## src/rtl/clkmode_pkg.sv

```systemverilog
package clkmode_pkg;
  localparam int REG_W     = 16;
  localparam int MULT_HI   = 15;
  localparam int MULT_LO   = 12;
  localparam int QUAL_BIT  = 11;
  localparam int LOCK_HI   = 10;
  localparam int LOCK_LO   = 3;
  localparam int PLLON_BIT = 2;
  localparam int MODE_BIT  = 1;
  localparam int LOCK_W    = LOCK_HI - LOCK_LO + 1;
  localparam int RATIO_W   = 6;
  localparam logic [2:0] STRAP_BYPASS = 3'b011;

  function automatic logic [REG_W-1:0] strap_value(input logic [2:0] s);
    logic [REG_W-1:0] v;
    case (s)
      3'b000:  v = 16'hE007;
      3'b001:  v = 16'h9007;
      3'b010:  v = 16'h4007;
      3'b100:  v = 16'h1007;
      3'b110:  v = 16'hF007;
      3'b101:  v = 16'hF000;
      default: v = 16'h0000;
    endcase
    return v;
  endfunction

  function automatic logic [RATIO_W-1:0] ratio_quarters(input logic [3:0] m, input logic q);
    logic [RATIO_W-1:0] r;
    if (m == 4'hF) r = q ? RATIO_W'(1) : RATIO_W'(4);
    else if (q)    r = RATIO_W'({m, 1'b0} + 5'd1) << 1;
    else           r = RATIO_W'(m + 5'd1) << 2;
    return r;
  endfunction
endpackage

```

## src/rtl/clkmode_regs.sv

```systemverilog
module clkmode_regs
  import clkmode_pkg::*;
#(
  parameter int ADDR_W = 16,
  parameter logic [ADDR_W-1:0] REG_ADDR = 'h58
) (
  input  logic              clk,
  input  logic              rst,
  input  logic [2:0]        strap_i,
  input  logic              bus_sel_i,
  input  logic              bus_we_i,
  input  logic [ADDR_W-1:0] bus_addr_i,
  input  logic [REG_W-1:0]  bus_wdata_i,
  input  logic              status_i,
  output logic [3:0]        mult_o,
  output logic              qual_o,
  output logic              pll_on_o,
  output logic              mult_mode_o,
  output logic              wr_hit_o,
  output logic              bypass_o,
  output logic [REG_W-1:0]  rdata_o
);
  logic [REG_W-1:1] reg_q;
  logic             bypass_q;
  logic [REG_W-1:0] rdata_q;
  logic             hit, rd_hit;
  logic             unused_wbit0;

  assign unused_wbit0 = bus_wdata_i[0];
  assign hit      = bus_sel_i && (bus_addr_i == REG_ADDR);
  assign wr_hit_o = hit && bus_we_i;
  assign rd_hit   = hit && !bus_we_i;

  always_ff @(posedge clk) begin
    if (rst) begin
      reg_q    <= strap_value(strap_i)[REG_W-1:1];
      bypass_q <= (strap_i == STRAP_BYPASS);
      rdata_q  <= '0;
    end else begin
      if (wr_hit_o) begin
        reg_q    <= bus_wdata_i[REG_W-1:1];
        bypass_q <= 1'b0;
      end
      rdata_q <= rd_hit ? {reg_q, status_i} : '0;
    end
  end

  assign mult_o      = reg_q[MULT_HI:MULT_LO];
  assign qual_o      = reg_q[QUAL_BIT];
  assign pll_on_o    = reg_q[PLLON_BIT];
  assign mult_mode_o = reg_q[MODE_BIT];
  assign bypass_o    = bypass_q;
  assign rdata_o     = rdata_q;

  // foreign addresses read back as zero
  assert_foreign_read_zero_R3: assert property (@(posedge clk) disable iff (rst)
    (bus_sel_i && !bus_we_i && bus_addr_i != REG_ADDR) |=> (rdata_o == '0));
endmodule

```

## src/rtl/clkmode_lock_timer.sv

```systemverilog
module clkmode_lock_timer #(
  parameter int CNT_W = 8,
  parameter int PRE_W = 4
) (
  input  logic             clk,
  input  logic             rst,
  input  logic             load_i,
  input  logic [CNT_W-1:0] load_val_i,
  output logic             done_o
);
  logic [CNT_W-1:0] cnt_q;
  logic [PRE_W-1:0] pre_q;

  always_ff @(posedge clk) begin
    if (rst) begin
      cnt_q <= '0;
      pre_q <= '0;
    end else if (load_i) begin
      cnt_q <= load_val_i;
      pre_q <= '0;
    end else if (cnt_q != '0) begin
      pre_q <= pre_q + 1'b1;
      if (&pre_q) cnt_q <= cnt_q - 1'b1;
    end
  end

  assign done_o = (cnt_q == '0);

  // a running count only holds or steps down by one
  assert_timer_step_R8: assert property (@(posedge clk) disable iff (rst)
    (!$past(rst) && !$past(load_i) && $past(cnt_q) != '0) |->
      (cnt_q == $past(cnt_q) || cnt_q == $past(cnt_q) - 1'b1));
  // every write restarts the count from the written value
  assert_timer_reload_R9: assert property (@(posedge clk) disable iff (rst)
    load_i |=> (cnt_q == $past(load_val_i)));
endmodule

```

## src/rtl/clkmode_divider.sv

```systemverilog
module clkmode_divider #(
  parameter int CNT_W = 2
) (
  input  logic clk,
  input  logic rst,
  input  logic div4_i,
  output logic div_clk_o,
  output logic low_next_o
);
  logic [CNT_W-1:0] cnt_q;
  logic [CNT_W-1:0] cnt_next;
  logic             div_q;
  logic             div_bit;

  assign cnt_next = cnt_q + 1'b1;
  assign div_bit  = div4_i ? cnt_next[1] : cnt_next[0];

  always_ff @(posedge clk) begin
    if (rst) begin
      cnt_q <= '0;
      div_q <= 1'b0;
    end else begin
      cnt_q <= cnt_next;
      div_q <= div_bit;
    end
  end

  assign div_clk_o  = div_q;
  assign low_next_o = !div_bit;

  // in divide-by-2 the divided clock changes level every reference cycle
  assert_div2_toggle_R5: assert property (@(posedge clk) disable iff (rst)
    (!$past(rst) && !div4_i && !$past(div4_i)) |-> (div_clk_o != $past(div_clk_o)));
endmodule

```

## src/rtl/clkmode_switch.sv

```systemverilog
module clkmode_switch #(
  parameter int SYNC_STAGES = 2
) (
  input  logic clk,
  input  logic rst,
  input  logic rst_sel_i,
  input  logic pll_clk_i,
  input  logic req_pll_i,
  input  logic div_low_next_i,
  output logic sel_pll_o
);
  logic [SYNC_STAGES-1:0] sync_q;
  logic                   sel_q;
  logic                   pll_low;

  for (genvar i = 0; i < SYNC_STAGES; i++) begin : g_sync
    always_ff @(posedge clk) begin
      if (rst) sync_q[i] <= 1'b0;
      else     sync_q[i] <= (i == 0) ? pll_clk_i : sync_q[(i == 0) ? 0 : i-1];
    end
  end

  assign pll_low = !sync_q[SYNC_STAGES-1];

  always_ff @(posedge clk) begin
    if (rst)
      sel_q <= rst_sel_i;
    else if ((req_pll_i != sel_q) && div_low_next_i && pll_low)
      sel_q <= req_pll_i;
  end

  assign sel_pll_o = sel_q;

  // the source changes only when both clocks are low
  assert_switch_gated_R10: assert property (@(posedge clk) disable iff (rst)
    (!$past(rst) && sel_q != $past(sel_q)) |-> ($past(div_low_next_i) && $past(pll_low)));
endmodule

```

## src/rtl/clkmode_ctrl.sv

```systemverilog
module clkmode_ctrl
  import clkmode_pkg::*;
#(
  parameter int ADDR_W = 16,
  parameter logic [ADDR_W-1:0] REG_ADDR = 'h58,
  parameter int PRE_W = 4,
  parameter int DIV_CNT_W = 2,
  parameter int SYNC_STAGES = 2
) (
  input  logic              clk,
  input  logic              rst,
  input  logic [2:0]        strap_i,
  input  logic              bus_sel_i,
  input  logic              bus_we_i,
  input  logic [ADDR_W-1:0] bus_addr_i,
  input  logic [15:0]       bus_wdata_i,
  output logic [15:0]       bus_rdata_o,
  input  logic              pll_clk_i,
  output logic              pll_en_o,
  output logic [5:0]        pll_ratio_o,
  output logic              pll_active_o,
  output logic              clk_out_o
);
  logic [3:0] mult;
  logic       qual, pll_on, mult_mode, wr_hit, bypass;
  logic       lock_done, req_pll, sel_pll;
  logic       div_clk, div_low_next;
  logic       rst_sel;
  logic [REG_W-1:0] strap_v;

  assign strap_v = strap_value(strap_i);
  assign rst_sel = strap_v[PLLON_BIT] && strap_v[MODE_BIT];

  clkmode_regs #(.ADDR_W(ADDR_W), .REG_ADDR(REG_ADDR)) u_regs (
    .clk(clk), .rst(rst), .strap_i(strap_i),
    .bus_sel_i(bus_sel_i), .bus_we_i(bus_we_i), .bus_addr_i(bus_addr_i),
    .bus_wdata_i(bus_wdata_i), .status_i(sel_pll),
    .mult_o(mult), .qual_o(qual), .pll_on_o(pll_on), .mult_mode_o(mult_mode),
    .wr_hit_o(wr_hit), .bypass_o(bypass), .rdata_o(bus_rdata_o)
  );

  clkmode_lock_timer #(.CNT_W(LOCK_W), .PRE_W(PRE_W)) u_timer (
    .clk(clk), .rst(rst), .load_i(wr_hit),
    .load_val_i(bus_wdata_i[LOCK_HI:LOCK_LO]), .done_o(lock_done)
  );

  clkmode_divider #(.CNT_W(DIV_CNT_W)) u_div (
    .clk(clk), .rst(rst), .div4_i(mult == 4'hF),
    .div_clk_o(div_clk), .low_next_o(div_low_next)
  );

  assign pll_en_o = pll_on && mult_mode && !bypass;
  assign req_pll  = pll_en_o && lock_done;

  clkmode_switch #(.SYNC_STAGES(SYNC_STAGES)) u_switch (
    .clk(clk), .rst(rst), .rst_sel_i(rst_sel), .pll_clk_i(pll_clk_i),
    .req_pll_i(req_pll), .div_low_next_i(div_low_next), .sel_pll_o(sel_pll)
  );

  assign pll_ratio_o  = ratio_quarters(mult, qual);
  assign pll_active_o = sel_pll;
  assign clk_out_o    = bypass ? clk : (sel_pll ? pll_clk_i : div_clk);

  // the PLL clock is selected only after the PLL has been enabled
  assert_active_needs_enable_R11: assert property (@(posedge clk) disable iff (rst)
    (!$past(rst) && $rose(sel_pll)) |-> $past(pll_en_o));
endmodule

```

## config.mk

```make
export PLATFORM = sky130hd
export DESIGN_NAME = clkmode_ctrl
export DESIGN_NICKNAME = d
export VERILOG_FILES = /design/src/rtl/clkmode_pkg.sv /design/src/rtl/clkmode_regs.sv /design/src/rtl/clkmode_lock_timer.sv /design/src/rtl/clkmode_divider.sv /design/src/rtl/clkmode_switch.sv /design/src/rtl/clkmode_ctrl.sv
export SDC_FILE = /design/constraint.sdc
export NUM_CORES = 1
export LEC_CHECK = 0
export BUFFER_PORTS_ARGS = -buffer_cell sky130_fd_sc_hd__buf_2
export CORE_ASPECT_RATIO = 1.75
export CORE_MARGIN = 2
export CORE_UTILIZATION = 40
export CTS_CLUSTER_SIZE = 40
export DETAILED_ROUTE_END_ITERATION = 6
export HOLD_SLACK_MARGIN = 0.15
export PLACE_DENSITY = 0.63
export SYNTH_ARGS = -nofsm -noshare
export SYNTH_HDL_FRONTEND = slang
export SYNTH_SLANG_ARGS = --single-unit
```

## constraint.sdc

```tcl
create_clock -name clk -period 4.5 [get_ports clk]
set_input_delay 0.225 -clock clk [delete_from_list [all_inputs] [get_ports clk]]
set_output_delay 0.225 -clock clk [all_outputs]
set_load 0.005 [all_outputs]
```

==> reports/results.md <==
* number of distinct standard cells referenced by the synthesized netlist: 40
* power density over cell area: 316 nW/µm²
* highest ir drop seen on vdd: 0.120 mV
* via-per-instance ratio: 4.61
* Final Max Tran Viols: 0
* routed wire length: 4050 µm
* CTS tree: built
* Post-Place Cells: 338
* number of synthesized flops with an enable pin: 17
* number of rows created at floorplan: 36
* Synth area leaders: sky130_fd_sc_hd__dfxtp_1, sky130_fd_sc_hd__edfxtp_1, sky130_fd_sc_hd__and2_1, sky130_fd_sc_hd__a211oi_2, sky130_fd_sc_hd__nor2b_1
* Leakage: 1.25 nW
* Area Overhead vs Synth: 28.8%
* arrival time of data at the critical path endpoint: 2.71 ns
* antenna cells: 0
* Final Instance Count excl. Fillers: 364
* per-instance average area after synthesis: 10.9 µm²
* number of failing hold endpoints at the final stage: 0
* Cell Area, Synth: 2250 µm²
* total nets after synthesis: 251
* path class of the lowest-slack min-delay path: in2reg
* horizontal die dimension: 60.7 µm
* share of the yosys chip area belonging to registers: 52.1%
* setup tns final: 0 ns
* initial antenna violation count: 0
* top cell type by total area after synthesis: sky130_fd_sc_hd__dfxtp_1
* final core utilization: 52.7%
* vias: 1677
* startpoint kind of the worst setup timing path: clock port
* latest clock arrival within the worst-skew pair: 0.40 ns
* DRT Pass-1 Iters: 3
* setup violators final: 0
* instance count of the mapped netlist: 207
* HPWL reported at the end of detailed placement: 3040 µm
* maximum net fanout on the critical path: 2
* RSZ-0062 raised after global routing: no
* kind of end point of the critical path: output port
* port bufs: 63
* most frequent cells in the layout: sky130_fd_sc_hd__buf_2, sky130_fd_sc_hd__dfxtp_1, sky130_fd_sc_hd__nor2_1
* outcome: completed
* path type of the worst setup path: clk2out
* largest net degree at the start of global routing: 38
* Seq cells post-synth: 50
* async set-reset flop share out of synthesis: 0%
* warning count from the yosys run: 0
* weighted congestion reported at the end of routability-driven placement: 0.756
* layout cells sized above 1: 31.9%
* number of maximum-capacitance constraint violations: 0
* Die Area: 6260 µm²
* overall die height: 103 µm
* initial core utilization: 40.9%
* most common cell after layout, fill and taps aside: sky130_fd_sc_hd__buf_2
* number of I/O pins: 65
* Routed WL per cell: 11.1 µm
* clock skew: 0.0119 ns
* slew at the pin closest to its max-slew limit: 0.873 ns
* required time of the critical path: 4.28 ns
* GRT overflow: 0
* global-route wire length before repair: 6600 µm
* total power: 0.000915 W
* worst-case headroom to the max-slew limit: 41.8%
* number of global-route vias before repair: 1511
* clock transition at the register clock pins on the worst setup and hold paths after CTS: 0.08 ns
* Final nets: 331
* DR DRC count: 0
* initial detailed-routing violation count: 30
* Post-synth top flop: sky130_fd_sc_hd__dfxtp_1
* number of nets with antenna violations after routing: 0
* area fraction of the dominant cell type after synthesis: 29.4%
* global-route usage over all layers: 14.7%
* core region area: 5500 µm²
[metrics by stage]
stage	setup WS (ns)	hold WS (ns)	instance area, µm²
CTS	1.55	0.152	2900
global route	1.52	0.176	2900
detailed placement	1.69	0.403	2620
global placement	1.71	0.403	2620
floorplan	1.90	0.303	2250
finish	1.56	0.168	2900
[power breakdown]
part	leakage (nW)	switching (W)	internal, W
Sequential	0.432	0.0000105	0.000486
Clock	0.0776	0.000146	0.000185
Combinational	0.744	0.0000390	0.0000484
Total	1.25	0.000196	0.000719
[critical path: stages]
cell                       delay (ns)
sky130_fd_sc_hd__clkbuf_8        0.11
sky130_fd_sc_hd__clkbuf_8        0.11
sky130_fd_sc_hd__nand2_1         0.05
sky130_fd_sc_hd__o21ai_0         0.07
sky130_fd_sc_hd__buf_2           0.13
[path summary, 6_finish.rpt]
check        slack, ns                     startpoint                       endpoint  cells past startpoint
min               0.17                 bus_addr_i[13]  u_regs.rdata_o[11]$_SDFF_PP0_                      4
max               1.56                            clk                      clk_out_o                      5
max reg2reg       2.39  u_timer.cnt_q[0]$_SDFFE_PP0P_  u_timer.cnt_q[3]$_SDFFE_PP0P_                      7
min reg2reg       0.44  u_regs.reg_q[7]$_SDFFCE_PP0P_   u_regs.rdata_o[7]$_SDFF_PP0_                      1
[cell families after synthesis]
group	share of synthesized area (%)
compound gates	8.57
buf+inv	2.84
simple gates	24.2
xor+xnor	5.45
fa+ha+maj	2.22
mux	4.62
flops	52.1
[routing by layer]
layer,routed length [µm],vias to the layer above,GRT usage [%],share of wire (%)
met2,2170,41,23.8,53
met5,0,-,0,0
met4,89,0,9.53,2.2
li1,-,874,-,-
met3,165,6,3.86,4.1
met1,1630,756,16.5,40
[flip-flops by register name (all words and copies together), names as in the netlist]
name and count:
u_regs.rdata_o 16, u_regs.reg_q 15, u_timer.cnt_q 8, u_timer.pre_q 4, u_div.cnt_q 2, u_switch.sync_q 2
u_div.div_clk_o 1, u_regs.bypass_o 1, u_switch.sel_pll_o 1
[synthesized netlist by cell type, types with 6 or more instances]
master	instances
sky130_fd_sc_hd__nor2b_1	14
sky130_fd_sc_hd__nand2_1	11
sky130_fd_sc_hd__a21oi_1	6
sky130_fd_sc_hd__mux2i_1	7
sky130_fd_sc_hd__a211oi_2	7
sky130_fd_sc_hd__nor2_1	20
sky130_fd_sc_hd__dfxtp_1	33
sky130_fd_sc_hd__o21ai_0	6
sky130_fd_sc_hd__xor2_1	6
sky130_fd_sc_hd__edfxtp_1	17
sky130_fd_sc_hd__xnor2_1	8
sky130_fd_sc_hd__and2_1	16
[layout make-up]
type                       count  area, µm²
fill                         519       2600
sequential                    50       1170
multi-input combinational    144       1010
timing repair buffer          77        460
clock buffer                  11        133
tap                           76       95.1
inverter                       5       18.8
clock inverter                 1       5.00
[what timing repair did]
| action | in CTS | in global routing |
|---|---|---|
| buffers inserted | 0 | 0 |
| gates resized for setup | 0 | 0 |
| endpoints found under the setup margin | 0 | 0 |
| endpoints found under the hold margin | 19 | 0 |
| hold buffers | 15 | 0 |
Note: power is estimated with default switching activity, not from simulation.
